$ cat src/rtl/tpat_pkg.sv
// Shared constants for the frame-timed pattern generator: register
// addresses and field widths. Assumes byte-wide register writes.
package tpat_pkg;
    localparam int NUM_COLORS = 15;
    localparam int BYTE_W     = 8;

    localparam int A_CTRL   = 0;
    localparam int A_CFG    = 1;
    localparam int A_DT     = 2;
    localparam int A_LSZ_H  = 3;
    localparam int A_LSZ_L  = 4;
    localparam int A_BAR_H  = 5;
    localparam int A_BAR_L  = 6;
    localparam int A_ACT_H  = 7;
    localparam int A_ACT_L  = 8;
    localparam int A_TOT_H  = 9;
    localparam int A_TOT_L  = 10;
    localparam int A_PER_H  = 11;
    localparam int A_PER_L  = 12;
    localparam int A_VBP    = 13;
    localparam int A_VFP    = 14;
    localparam int A_COLOR0 = 16;
endpackage

$ cat src/rtl/tpat_regs.sv
// Register bank: live copies written by the byte port, shadow copies
// captured on 'load' (frame boundary). Assumes one write per cycle.
module tpat_regs
    import tpat_pkg::*;
#(
    parameter int ADDR_W  = 5,
    parameter int LINE_W  = 16,
    parameter int PORCH_W = 8
) (
    input  logic                              clk,
    input  logic                              rst_n,
    input  logic                              wr_en,
    input  logic [ADDR_W-1:0]                 wr_addr,
    input  logic [BYTE_W-1:0]                 wr_data,
    input  logic                              load,
    output logic                              live_en,
    output logic                              shd_fixed,
    output logic [BYTE_W-1:0]                 shd_dt,
    output logic [LINE_W-1:0]                 shd_line_size,
    output logic [LINE_W-1:0]                 shd_bar_size,
    output logic [LINE_W-1:0]                 shd_act,
    output logic [LINE_W-1:0]                 shd_tot,
    output logic [LINE_W-1:0]                 shd_per,
    output logic [PORCH_W-1:0]                shd_vbp,
    output logic [PORCH_W-1:0]                shd_vfp,
    output logic [NUM_COLORS-1:0][BYTE_W-1:0] shd_color
);
    localparam int HI_W = LINE_W - BYTE_W;

    logic                 fixed_q;
    logic [BYTE_W-1:0]    dt_q;
    logic [LINE_W-1:0]    lsz_q, bar_q, act_q, tot_q, per_q;
    logic [PORCH_W-1:0]   vbp_q, vfp_q;

    // Live control and timing registers written from the byte port.
    always_ff @(posedge clk) begin
        if (!rst_n) begin
            live_en <= 1'b0;
            fixed_q <= 1'b0;
            dt_q    <= '0;
            lsz_q   <= '0;
            bar_q   <= '0;
            act_q   <= '0;
            tot_q   <= '0;
            per_q   <= '0;
            vbp_q   <= '0;
            vfp_q   <= '0;
        end else if (wr_en) begin
            if (wr_addr == ADDR_W'(A_CTRL))  live_en <= wr_data[0];
            if (wr_addr == ADDR_W'(A_CFG))   fixed_q <= wr_data[7];
            if (wr_addr == ADDR_W'(A_DT))    dt_q    <= wr_data;
            if (wr_addr == ADDR_W'(A_LSZ_H)) lsz_q[LINE_W-1:BYTE_W] <= wr_data[HI_W-1:0];
            if (wr_addr == ADDR_W'(A_LSZ_L)) lsz_q[BYTE_W-1:0]      <= wr_data;
            if (wr_addr == ADDR_W'(A_BAR_H)) bar_q[LINE_W-1:BYTE_W] <= wr_data[HI_W-1:0];
            if (wr_addr == ADDR_W'(A_BAR_L)) bar_q[BYTE_W-1:0]      <= wr_data;
            if (wr_addr == ADDR_W'(A_ACT_H)) act_q[LINE_W-1:BYTE_W] <= wr_data[HI_W-1:0];
            if (wr_addr == ADDR_W'(A_ACT_L)) act_q[BYTE_W-1:0]      <= wr_data;
            if (wr_addr == ADDR_W'(A_TOT_H)) tot_q[LINE_W-1:BYTE_W] <= wr_data[HI_W-1:0];
            if (wr_addr == ADDR_W'(A_TOT_L)) tot_q[BYTE_W-1:0]      <= wr_data;
            if (wr_addr == ADDR_W'(A_PER_H)) per_q[LINE_W-1:BYTE_W] <= wr_data[HI_W-1:0];
            if (wr_addr == ADDR_W'(A_PER_L)) per_q[BYTE_W-1:0]      <= wr_data;
            if (wr_addr == ADDR_W'(A_VBP))   vbp_q   <= wr_data[PORCH_W-1:0];
            if (wr_addr == ADDR_W'(A_VFP))   vfp_q   <= wr_data[PORCH_W-1:0];
        end
    end

    // Shadow copies of control and timing fields, refreshed at frame boundaries.
    always_ff @(posedge clk) begin
        if (!rst_n) begin
            shd_fixed     <= 1'b0;
            shd_dt        <= '0;
            shd_line_size <= '0;
            shd_bar_size  <= '0;
            shd_act       <= '0;
            shd_tot       <= '0;
            shd_per       <= '0;
            shd_vbp       <= '0;
            shd_vfp       <= '0;
        end else if (load) begin
            shd_fixed     <= fixed_q;
            shd_dt        <= dt_q;
            shd_line_size <= lsz_q;
            shd_bar_size  <= bar_q;
            shd_act       <= act_q;
            shd_tot       <= tot_q;
            shd_per       <= per_q;
            shd_vbp       <= vbp_q;
            shd_vfp       <= vfp_q;
        end
    end

    // One live/shadow pair per color register.
    for (genvar k = 0; k < NUM_COLORS; k++) begin : g_color
        logic [BYTE_W-1:0] live_q, shd_q;
        // Live color write and shadow capture for color k.
        always_ff @(posedge clk) begin
            if (!rst_n) begin
                live_q <= '0;
                shd_q  <= '0;
            end else begin
                if (wr_en && wr_addr == ADDR_W'(A_COLOR0 + k)) live_q <= wr_data;
                if (load) shd_q <= live_q;
            end
        end
        assign shd_color[k] = shd_q;
    end
endmodule

$ cat src/rtl/tpat_timing.sv
// Vertical/line timing: a line-period counter and a line counter.
// Line order within a frame: sync, back porch, active, front porch.
// Sync is clamped at zero when the total is too small (sticky error).
// Assumes shadow timing fields stay stable between frame boundaries.
module tpat_timing #(
    parameter int LINE_W  = 16,
    parameter int PORCH_W = 8
) (
    input  logic               clk,
    input  logic               rst_n,
    input  logic               live_en,
    input  logic [LINE_W-1:0]  act_lines,
    input  logic [LINE_W-1:0]  tot_lines,
    input  logic [LINE_W-1:0]  line_per,
    input  logic [PORCH_W-1:0] vbp,
    input  logic [PORCH_W-1:0] vfp,
    output logic               load,
    output logic               line_start,
    output logic               first_act,
    output logic               last_act,
    output logic               cfg_err
);
    localparam int LW1 = LINE_W + 1;

    logic              running;
    logic [LINE_W-1:0] pcnt;
    logic [LW1-1:0]    lcnt;
    logic [LW1-1:0]    sum, sync_len, tot_eff, act_lo, act_hi;
    logic [LINE_W-1:0] per_eff;
    logic              clamp, per_last, frame_end;

    // Derived frame geometry from the shadow fields.
    always_comb begin
        sum      = LW1'(act_lines) + LW1'(vbp) + LW1'(vfp);
        clamp    = LW1'(tot_lines) < sum;
        sync_len = clamp ? '0 : LW1'(tot_lines) - sum;
        tot_eff  = clamp ? sum : LW1'(tot_lines);
        if (tot_eff == '0) tot_eff = LW1'(1);
        per_eff  = (line_per == '0) ? LINE_W'(1) : line_per;
        act_lo   = sync_len + LW1'(vbp);
        act_hi   = act_lo + LW1'(act_lines);
    end

    assign per_last   = pcnt == per_eff - LINE_W'(1);
    assign frame_end  = running && per_last && (lcnt == tot_eff - LW1'(1));
    assign load       = (!running && live_en) || frame_end;
    assign line_start = running && (pcnt == '0) && (lcnt >= act_lo) && (lcnt < act_hi);
    assign first_act  = lcnt == act_lo;
    assign last_act   = lcnt == act_hi - LW1'(1);

    // Run state, period counter and line counter.
    always_ff @(posedge clk) begin
        if (!rst_n) begin
            running <= 1'b0;
            pcnt    <= '0;
            lcnt    <= '0;
        end else if (!running) begin
            running <= live_en;
            pcnt    <= '0;
            lcnt    <= '0;
        end else if (frame_end) begin
            running <= live_en;
            pcnt    <= '0;
            lcnt    <= '0;
        end else if (per_last) begin
            pcnt    <= '0;
            lcnt    <= lcnt + LW1'(1);
        end else begin
            pcnt    <= pcnt + LINE_W'(1);
        end
    end

    // Sticky flag for a total that cannot hold active lines and porches.
    always_ff @(posedge clk) begin
        if (!rst_n)                cfg_err <= 1'b0;
        else if (running && clamp) cfg_err <= 1'b1;
    end
endmodule

$ cat src/rtl/tpat_payload.sv
// Line burst engine: on a line start, emits line_size contiguous bytes
// with bar or fixed color values and line/frame markers.
// Assumes line_size is smaller than the line period.
module tpat_payload
    import tpat_pkg::*;
#(
    parameter int LINE_W = 16
) (
    input  logic                              clk,
    input  logic                              rst_n,
    input  logic                              start,
    input  logic                              first_act,
    input  logic                              last_act,
    input  logic                              fixed_mode,
    input  logic [BYTE_W-1:0]                 dt,
    input  logic [LINE_W-1:0]                 line_size,
    input  logic [LINE_W-1:0]                 bar_size,
    input  logic [NUM_COLORS-1:0][BYTE_W-1:0] color,
    output logic                              out_valid,
    output logic [BYTE_W-1:0]                 out_data,
    output logic [BYTE_W-1:0]                 out_dt,
    output logic                              out_sol,
    output logic                              out_eol,
    output logic                              out_sof,
    output logic                              out_eof
);
    localparam int CW = $clog2(NUM_COLORS);

    logic              busy, f_flag, l_flag;
    logic [LINE_W-1:0] cnt, bar_cnt, bar_eff;
    logic [CW-1:0]     bar_idx;
    logic              is_last;

    assign bar_eff = (bar_size == '0) ? LINE_W'(1) : bar_size;
    assign is_last = cnt == line_size - LINE_W'(1);

    // Burst progress, byte counter and saturating bar index.
    always_ff @(posedge clk) begin
        if (!rst_n) begin
            busy    <= 1'b0;
            cnt     <= '0;
            bar_cnt <= '0;
            bar_idx <= '0;
            f_flag  <= 1'b0;
            l_flag  <= 1'b0;
        end else if (start && line_size != '0) begin
            busy    <= 1'b1;
            cnt     <= '0;
            bar_cnt <= '0;
            bar_idx <= '0;
            f_flag  <= first_act;
            l_flag  <= last_act;
        end else if (busy) begin
            if (is_last) busy <= 1'b0;
            cnt <= cnt + LINE_W'(1);
            if (bar_cnt == bar_eff - LINE_W'(1)) begin
                bar_cnt <= '0;
                if (bar_idx != CW'(NUM_COLORS - 1)) bar_idx <= bar_idx + CW'(1);
            end else begin
                bar_cnt <= bar_cnt + LINE_W'(1);
            end
        end
    end

    // Byte value: fixed color 0 or the current bar's color.
    always_comb begin
        out_data = '0;
        if (busy) begin
            if (fixed_mode) out_data = color[0];
            else begin
                for (int k = 0; k < NUM_COLORS; k++)
                    if (bar_idx == CW'(k)) out_data = color[k];
            end
        end
    end

    assign out_valid = busy;
    assign out_dt    = busy ? dt : '0;
    assign out_sol   = busy && (cnt == '0);
    assign out_eol   = busy && is_last;
    assign out_sof   = out_sol && f_flag;
    assign out_eof   = out_eol && l_flag;
endmodule

$ cat src/rtl/tpat_frame_gen.sv
// Top of the frame-timed pattern generator: register bank, line
// timing and burst engine. Assumes wr_* are synchronous to clk.
module tpat_frame_gen
    import tpat_pkg::*;
#(
    parameter int ADDR_W  = 5,
    parameter int LINE_W  = 16,
    parameter int PORCH_W = 8
) (
    input  logic        clk,
    input  logic        rst_n,
    input  logic        wr_en,
    input  logic [ADDR_W-1:0] wr_addr,
    input  logic [7:0]  wr_data,
    output logic        out_valid,
    output logic [7:0]  out_data,
    output logic [7:0]  out_dt,
    output logic        out_sol,
    output logic        out_eol,
    output logic        out_sof,
    output logic        out_eof,
    output logic        cfg_err
);
    logic                              live_en, load, line_start, first_act, last_act;
    logic                              shd_fixed;
    logic [BYTE_W-1:0]                 shd_dt;
    logic [LINE_W-1:0]                 shd_line_size, shd_bar_size, shd_act, shd_tot, shd_per;
    logic [PORCH_W-1:0]                shd_vbp, shd_vfp;
    logic [NUM_COLORS-1:0][BYTE_W-1:0] shd_color;

    tpat_regs #(.ADDR_W(ADDR_W), .LINE_W(LINE_W), .PORCH_W(PORCH_W)) u_regs (
        .clk(clk), .rst_n(rst_n), .wr_en(wr_en), .wr_addr(wr_addr), .wr_data(wr_data),
        .load(load), .live_en(live_en), .shd_fixed(shd_fixed), .shd_dt(shd_dt),
        .shd_line_size(shd_line_size), .shd_bar_size(shd_bar_size), .shd_act(shd_act),
        .shd_tot(shd_tot), .shd_per(shd_per), .shd_vbp(shd_vbp), .shd_vfp(shd_vfp),
        .shd_color(shd_color)
    );

    tpat_timing #(.LINE_W(LINE_W), .PORCH_W(PORCH_W)) u_timing (
        .clk(clk), .rst_n(rst_n), .live_en(live_en), .act_lines(shd_act),
        .tot_lines(shd_tot), .line_per(shd_per), .vbp(shd_vbp), .vfp(shd_vfp),
        .load(load), .line_start(line_start), .first_act(first_act),
        .last_act(last_act), .cfg_err(cfg_err)
    );

    tpat_payload #(.LINE_W(LINE_W)) u_payload (
        .clk(clk), .rst_n(rst_n), .start(line_start), .first_act(first_act),
        .last_act(last_act), .fixed_mode(shd_fixed), .dt(shd_dt),
        .line_size(shd_line_size), .bar_size(shd_bar_size), .color(shd_color),
        .out_valid(out_valid), .out_data(out_data), .out_dt(out_dt),
        .out_sol(out_sol), .out_eol(out_eol), .out_sof(out_sof), .out_eof(out_eof)
    );
endmodule

$ cat config.mk
export PLATFORM = sky130hd
export DESIGN_NAME = tpat_frame_gen
export DESIGN_NICKNAME = d
export VERILOG_FILES = /design/src/rtl/tpat_pkg.sv /design/src/rtl/tpat_regs.sv /design/src/rtl/tpat_timing.sv /design/src/rtl/tpat_payload.sv /design/src/rtl/tpat_frame_gen.sv
export SDC_FILE = /design/constraint.sdc
export NUM_CORES = 2
export LEC_CHECK = 0
export BUFFER_PORTS_ARGS = -buffer_cell sky130_fd_sc_hd__buf_2
export CORE_MARGIN = 4
export CORE_UTILIZATION = 64
export CTS_CLUSTER_DIAMETER = 40
export DETAILED_ROUTE_END_ITERATION = 8
export PLACE_DENSITY = 0.81
export REMOVE_ABC_BUFFERS = 1
export SLEW_MARGIN = 20
export SYNTH_ARGS = -nofsm -noshare
export SYNTH_HDL_FRONTEND = slang
export SYNTH_SLANG_ARGS = --single-unit
$ cat constraint.sdc
create_clock -name clk -period 11.8 [get_ports clk]
set_input_delay 1.77 -clock clk [delete_from_list [all_inputs] [get_ports clk]]
set_output_delay 1.77 -clock clk [all_outputs]
set_load 0.05 [all_outputs]
; ---- Word-level counts from Yosys, hierarchy flattened
; Index checks and enable logic that the tools add are counted.
[word_totals]
input_bits = 16
elab_cells = 219
regBits = 525
[classes]
add_sub_neg = 15
bitwise = 2
mux = 29
magnitude_cmp = 3
eq_ne = 50
reduce_logical = 56
[op_table]
columns = operator, n
row1 = two-way mux 8 bit, 18
row2 = "equality test 5 bit, second input constant", 15
row3 = logical NOT 16 bit, 4
row4 = equality test 17 bit, 3
row5 = two-way mux 17 bit, 3
row6 = "adder 16 x 1 -> 16 bit, second input constant", 3
row7 = equality test 16 bit, 3
row8 = two-way mux 16 bit, 3
row9 = "subtractor 16 x 1 -> 16 bit, second input constant", 3
row10 = "equality test 5 x 4 -> 1 bit, second input constant", 7
row11 = adder 17 x 8 -> 17 bit, 2
row12 = "subtractor 17 x 1 -> 17 bit, second input constant", 2
row13 = AND reduction 2 bit, 15
row14 = "equality test 4 bit, second input constant", 7
row15 = logical AND 1 bit, 27
row16 = "equality test 5 x 3 -> 1 bit, second input constant", 4
row17 = adder 16 x 8 -> 17 bit, 1
row18 = "adder 17 x 1 -> 17 bit, second input constant", 1
row19 = adder 17 x 16 -> 17 bit, 1
row20 = greater-or-equal comparator 17 bit, 1
row21 = logical NOT 17 bit, 1
row22 = < comparator 16 x 17 -> 1 bit, 1
row23 = < comparator 17 bit, 1
row24 = subtractor 16 x 17 -> 17 bit, 1
row25 = other kinds (18), 28

; ---- Longest topological paths before layout
[logic_depth]
depth_word = 18
depth_mapped = 53
depth_no_buf = 48

; ---- By module
; Synthesis repeated with hierarchy kept, for this count alone.
[hier_totals]
hier_cells = 3091
area_unflattened_um2 = 28437.3
[modules_own_cells]
columns = module, area_per_inst_um2, cells_per_inst, instances
row1 = tpat_regs, 16575.9, 1511, 1
row2 = tpat_timing, 7711.1, 1027, 1
row3 = tpat_payload, 4150.2, 553, 1

; ---- Least setup slack after synthesis
; OpenSTA, ideal clock, no wires.
[synth_path]
path_type = reg2reg
from = register u_regs.shd_act[1]
to = register u_payload.bar_cnt[10]
arrival_time_ps = 9740
period_less_slack_ps = 9868
required_time_ps = 11672
stages_incl_launch_ff = 51
path_slack_ps = 1932
setup_time_ps = 128
cell_sequence = dfxtp_1 fa_1 ha_1 fa_1 a211oi_1 o21a_1 nor2_1 nor2_1 inv_1 ha_1 or2_2 nand3_1 a21oi_1 or3_1 clkbuf_1 o31ai_4 buf_6 buf_6 (+15 left out) a211oi_1 o21a_1 o21a_1 o21a_1 o21ai_0 nand2b_1 xnor2_1 ha_1 a211oi_1 nand2_1 nor4_1 o41ai_1 a21oi_1 o21ai_0 o21bai_1 nand3_1 clkbuf_1 nor2_1
[synth_via]
elab_chain_cells = 10
[synth_rtl]
columns = item, line_no
row1 = from (decl), tpat_regs.sv:21  ; output logic [LINE_W-1:0] shd_act,
row2 = from (signal assigned), tpat_regs.sv:84  ; shd_act <= act_q;
row3 = adder 16 x 8 -> 17 bit, tpat_timing.sv:34  ; sum = LW1'(act_lines) + LW1'(vbp) + LW1'(vfp);
row4 = adder 17 x 8 -> 17 bit, tpat_timing.sv:34
row5 = subtractor 16 x 17 -> 17 bit or < comparator 16 x 17 -> 1 bit (tied branches), "tpat_timing.sv:36, tpat_timing.sv:35"
row6 = two-way mux 17 bit, tpat_timing.sv:36  ; sync_len = clamp ? '0 : LW1'(tot_lines) - sum;
row7 = adder 17 x 8 -> 17 bit, tpat_timing.sv:40  ; act_lo = sync_len + LW1'(vbp);
row8 = adder 17 x 16 -> 17 bit or greater-or-equal comparator 17 bit (tied branches), "tpat_timing.sv:41, tpat_timing.sv:47"
row9 = < comparator 17 bit or logical AND 1 bit (tied branches), tpat_timing.sv:47  ; assign line_start = running && (pcnt == '0) && (lcnt >= act_lo) && (lcnt < act_hi);
row10 = logical AND 1 bit *, tpat_timing.sv:47
row11 = logical AND 1 bit *, tpat_payload.sv:46  ; end else if (start && line_size != '0) begin
row12 = OR reduction 2 bit (no source line) *, --
row13 = to (signal assigned), tpat_payload.sv:60  ; bar_cnt <= bar_cnt + LINE_W'(1);
row14 = to (decl), tpat_payload.sv:30  ; logic [LINE_W-1:0] cnt, bar_cnt, bar_eff;
; Every way passes the cells marked *; elsewhere a longest branch is shown, timed or not.
; A chain may end at the register's enable or synchronous reset.

; ---- Final worst setup path
[layout_path]
from = register u_regs.shd_vbp[1]
to = register u_payload.cnt[7]
[layout_via]
elab_chain_cells = 10
[layout_rtl]
columns = item, line_no
row1 = from (decl), tpat_regs.sv:24  ; output logic [PORCH_W-1:0] shd_vbp,
row2 = from (signal assigned), tpat_regs.sv:87  ; shd_vbp <= vbp_q;
row3 = adder 16 x 8 -> 17 bit, tpat_timing.sv:34
row4 = adder 17 x 8 -> 17 bit, tpat_timing.sv:34
row5 = subtractor 16 x 17 -> 17 bit or < comparator 16 x 17 -> 1 bit (tied branches), "tpat_timing.sv:36, tpat_timing.sv:35"
row6 = two-way mux 17 bit, tpat_timing.sv:36
row7 = adder 17 x 8 -> 17 bit *, tpat_timing.sv:40
row8 = adder 17 x 16 -> 17 bit or greater-or-equal comparator 17 bit (tied branches), "tpat_timing.sv:41, tpat_timing.sv:47"
row9 = < comparator 17 bit or logical AND 1 bit (tied branches), tpat_timing.sv:47
row10 = logical AND 1 bit *, tpat_timing.sv:47
row11 = logical AND 1 bit *, tpat_payload.sv:46
row12 = OR reduction 2 bit (no source line) *, --
row13 = to (signal assigned), tpat_payload.sv:55  ; cnt <= cnt + LINE_W'(1);
row14 = to (decl), tpat_payload.sv:30
; Marked as above.

==> results.ini <==
[global_route]
antenna_found_initial = 1
grt_use_total = 0.307
grt_max_degree = 222
first_global_vias = 22900
grt_first_pass_wirelength_um = 121000
gr-total-overflow = 0

[floorplanning]
core_mm2 = 0.0444
start_util = 0.651
die_w_um = 221
die_h_um = 221
io_pins = 38
die_area_mm2 = 0.0487
placementRows = 77

[logic_synthesis]
synth_cells = 3344
synth.top_cells.by_area = dfxtp_1 36%, mux2i_1 16%, nand2_1 7.5%, nor2b_1 4.9%, ha_1 4.1%
synth.distinct_cells = 85
synth_compound_area_frac = 0.0934
synth-seq-cells = 525
synthAdderAreaFrac = 0.0501
synth_top_family_by_area = simple AND/OR/NAND/NOR gates
synth_area_per_cell_um2 = 8.65
synth.most_common_cell = nand2_1
synth-async-reset-ratio = 0
yosysTopAreaCell = dfxtp_1
synth_ff_type = dfxtp_1
synth-xor-area-share = 0.0618
synth_top_area_frac = 0.363
synth_common_cells = 580 x nand2_1, 525 x dfxtp_1, 462 x mux2i_1
synth.area.mux_share = 0.162
synth-seq-area-share = 0.363
ys_warn_count = 0
synth_edf_count = 0
syn_area_mm2 = 0.0289
yosys.area_share.simple = 0.226

[place]
io_buffers = 37
place_worst_setup_slack_ps = 496
placed_cells = 3789
gp_congestion = 0.963
hpwl_um = 51300

[worst_setup_path]
cp_slowest_cell = fa_1
start_kind = flop
worstPathRequired_ps = 12270
crit_arrival_ps = 11090
critPathMaxFanout = 21
slowest_delay_ps = 460
critPathKind = reg -> reg
end_kind = flop

[routing]
dr.pass1.iters = 5
ant_nets = 0
routed_via_density = 5.99
dr.first_iter.drc_count = 1896
vias = 23500
post_drt_wl_per_cell_um = 19.3
drc_errors = 0
wl_um = 75800

[cells_and_area]
fill_cells = 3319
layout.cells.non_filler = 3919
post-route-util = 0.711
final_nets = 3393
drive_above_1_share = 0.0655
syn_to_final_growth_pct = 9.22
top_regs = u_regs.g_color.live_q x120, u_regs.g_color.shd_q x120, u_timing.lcnt x17

[pwr]
p_leak_nw = 13.3
power.density_mw_per_mm2 = 128
irDropWorstVdd_mv = 0.135

[clock_network]
numCtsBuffers = 71
cts_tree = done
cts_resized = 0
path_clk_slew_ps = 60
cts_root_buf = clkbuf_16
cts_setup_buffers = 0
hold_buffers = 0
cts_max_level = 3
cts_max_path_buffers = 3
clk_latency_ps = 630
cts_sinks = 525

[timing]
fin_ws_ps = 1180
hold_viol_final = 0
tightest_slew_ps = 1130
rsz0062_at_grt = false
maxSlewViolCount = 0
post-route-period-util = 0.900
skew_ps = 31.2
post-route-min-period_ps = 10620
max_freq_mhz = 94.1
setup_viol = 0
slew_headroom = 0.245

[run_status]
status = finished, final reports clean

[min_path]
hp-class = reg -> reg

[run]
maxCapViolations = 0

where the power goes:
group	switching, mW	internal [mW]	total, mW
sequential	0.00338	1.78	1.78
combinational	0.0936	0.0406	0.134
clock	0.885	1.25	2.13
total	0.982	3.07	4.05
logic make-up after synthesis:
family | count (synthesis)
AND/OR/NAND/NOR | 1359
flip-flops | 525
multiplexers | 467
AO/OA/AOI/OAI | 387
buffers and inverters | 293
XOR/XNOR | 204
adder cells (fa/ha/maj) | 109
per-stage QoR:
step	power, mW	hold slack, ps	TNS, ps	instance area, um^2
finish	4.05	438	0	31600
global route	4.16	461	0	31600
CTS	4.07	439	0	31600
detailed placement	1.95	445	0	29100
global placement	1.95	437	0	29100
floorplan	1.89	433	-2619420	28000
layer usage:
layer	GRT usage	share of wire	vias to the layer above
li1	-	-	11300
met3	0.0417	0.048	162
met4	0.119	0.037	0
met2	0.516	0.47	661
met5	0	0	-
met1	0.402	0.44	11300
worst max-delay path, delay by kind of cell, from the launching register on:
kind                     cells  cell delay (ps)
XOR/XNOR                     2              250
flip-flops                   1              430
AND/OR/NAND/NOR             15             2360
AO/OA/AOI/OAI               21             4530
buffers and inverters        2              130
adder cells (fa/ha/maj)      8             2760
worst paths after layout:
| kind | start | to | slack (ps) | depth (start not counted) |
|---|---|---|---|---|
| max | u_regs.shd_vbp[1] | u_payload.cnt[7] | 1180 | 48 |
| min | u_regs.tot_q[7] | u_regs.shd_tot[7] | 440 | 2 |
| max reg2reg | u_regs.shd_vbp[1] | u_payload.cnt[7] | 1180 | 48 |
| min reg2reg | u_regs.tot_q[7] | u_regs.shd_tot[7] | 440 | 2 |
placed cells by master (no fill, tap or decap), types with 9 or more instances in the layout:
cell type  count
inv_6          9
a221oi_1      12
nor2b_1      227
buf_4         17
fa_1          12
a31oi_1       26
nand4_1       27
a21oi_1       68
a211oi_1      14
dfxtp_1      525
and2_1        27
nand3_1       92
a21boi_0      34
nor3_1        53
ha_1          95
mux2i_1      462
clkbuf_16     71
nor2_1       181
nand2b_1      17
a22oi_1       18
or2_2          9
xor2_1        81
nor3b_1       13
xnor2_1      123
nand2_1      579
o21a_1        25
clkbuf_8       9
a21o_1        16
and3_1        37
buf_2         36
o21ai_0       68
inv_1         88
nor4_1        25
o211ai_1      25
or3_1         28
cell type report:
| class | instances | area (um^2) | area share |
|---|---|---|---|
| well taps | 592 | 741 | 0.0235 |
| multi-input cells | 2526 | 17200 | 0.544 |
| clock inverters | 41 | 483 | 0.0153 |
| diodes | 1 | 2.50 | 0.0000792 |
| clock buffers | 88 | 1930 | 0.0611 |
| inverters | 88 | 330 | 0.0105 |
| repair buffers | 58 | 394 | 0.0125 |
| flip-flops and latches | 525 | 10500 | 0.333 |
No activity file was read; power rests on OpenSTA's default activity.
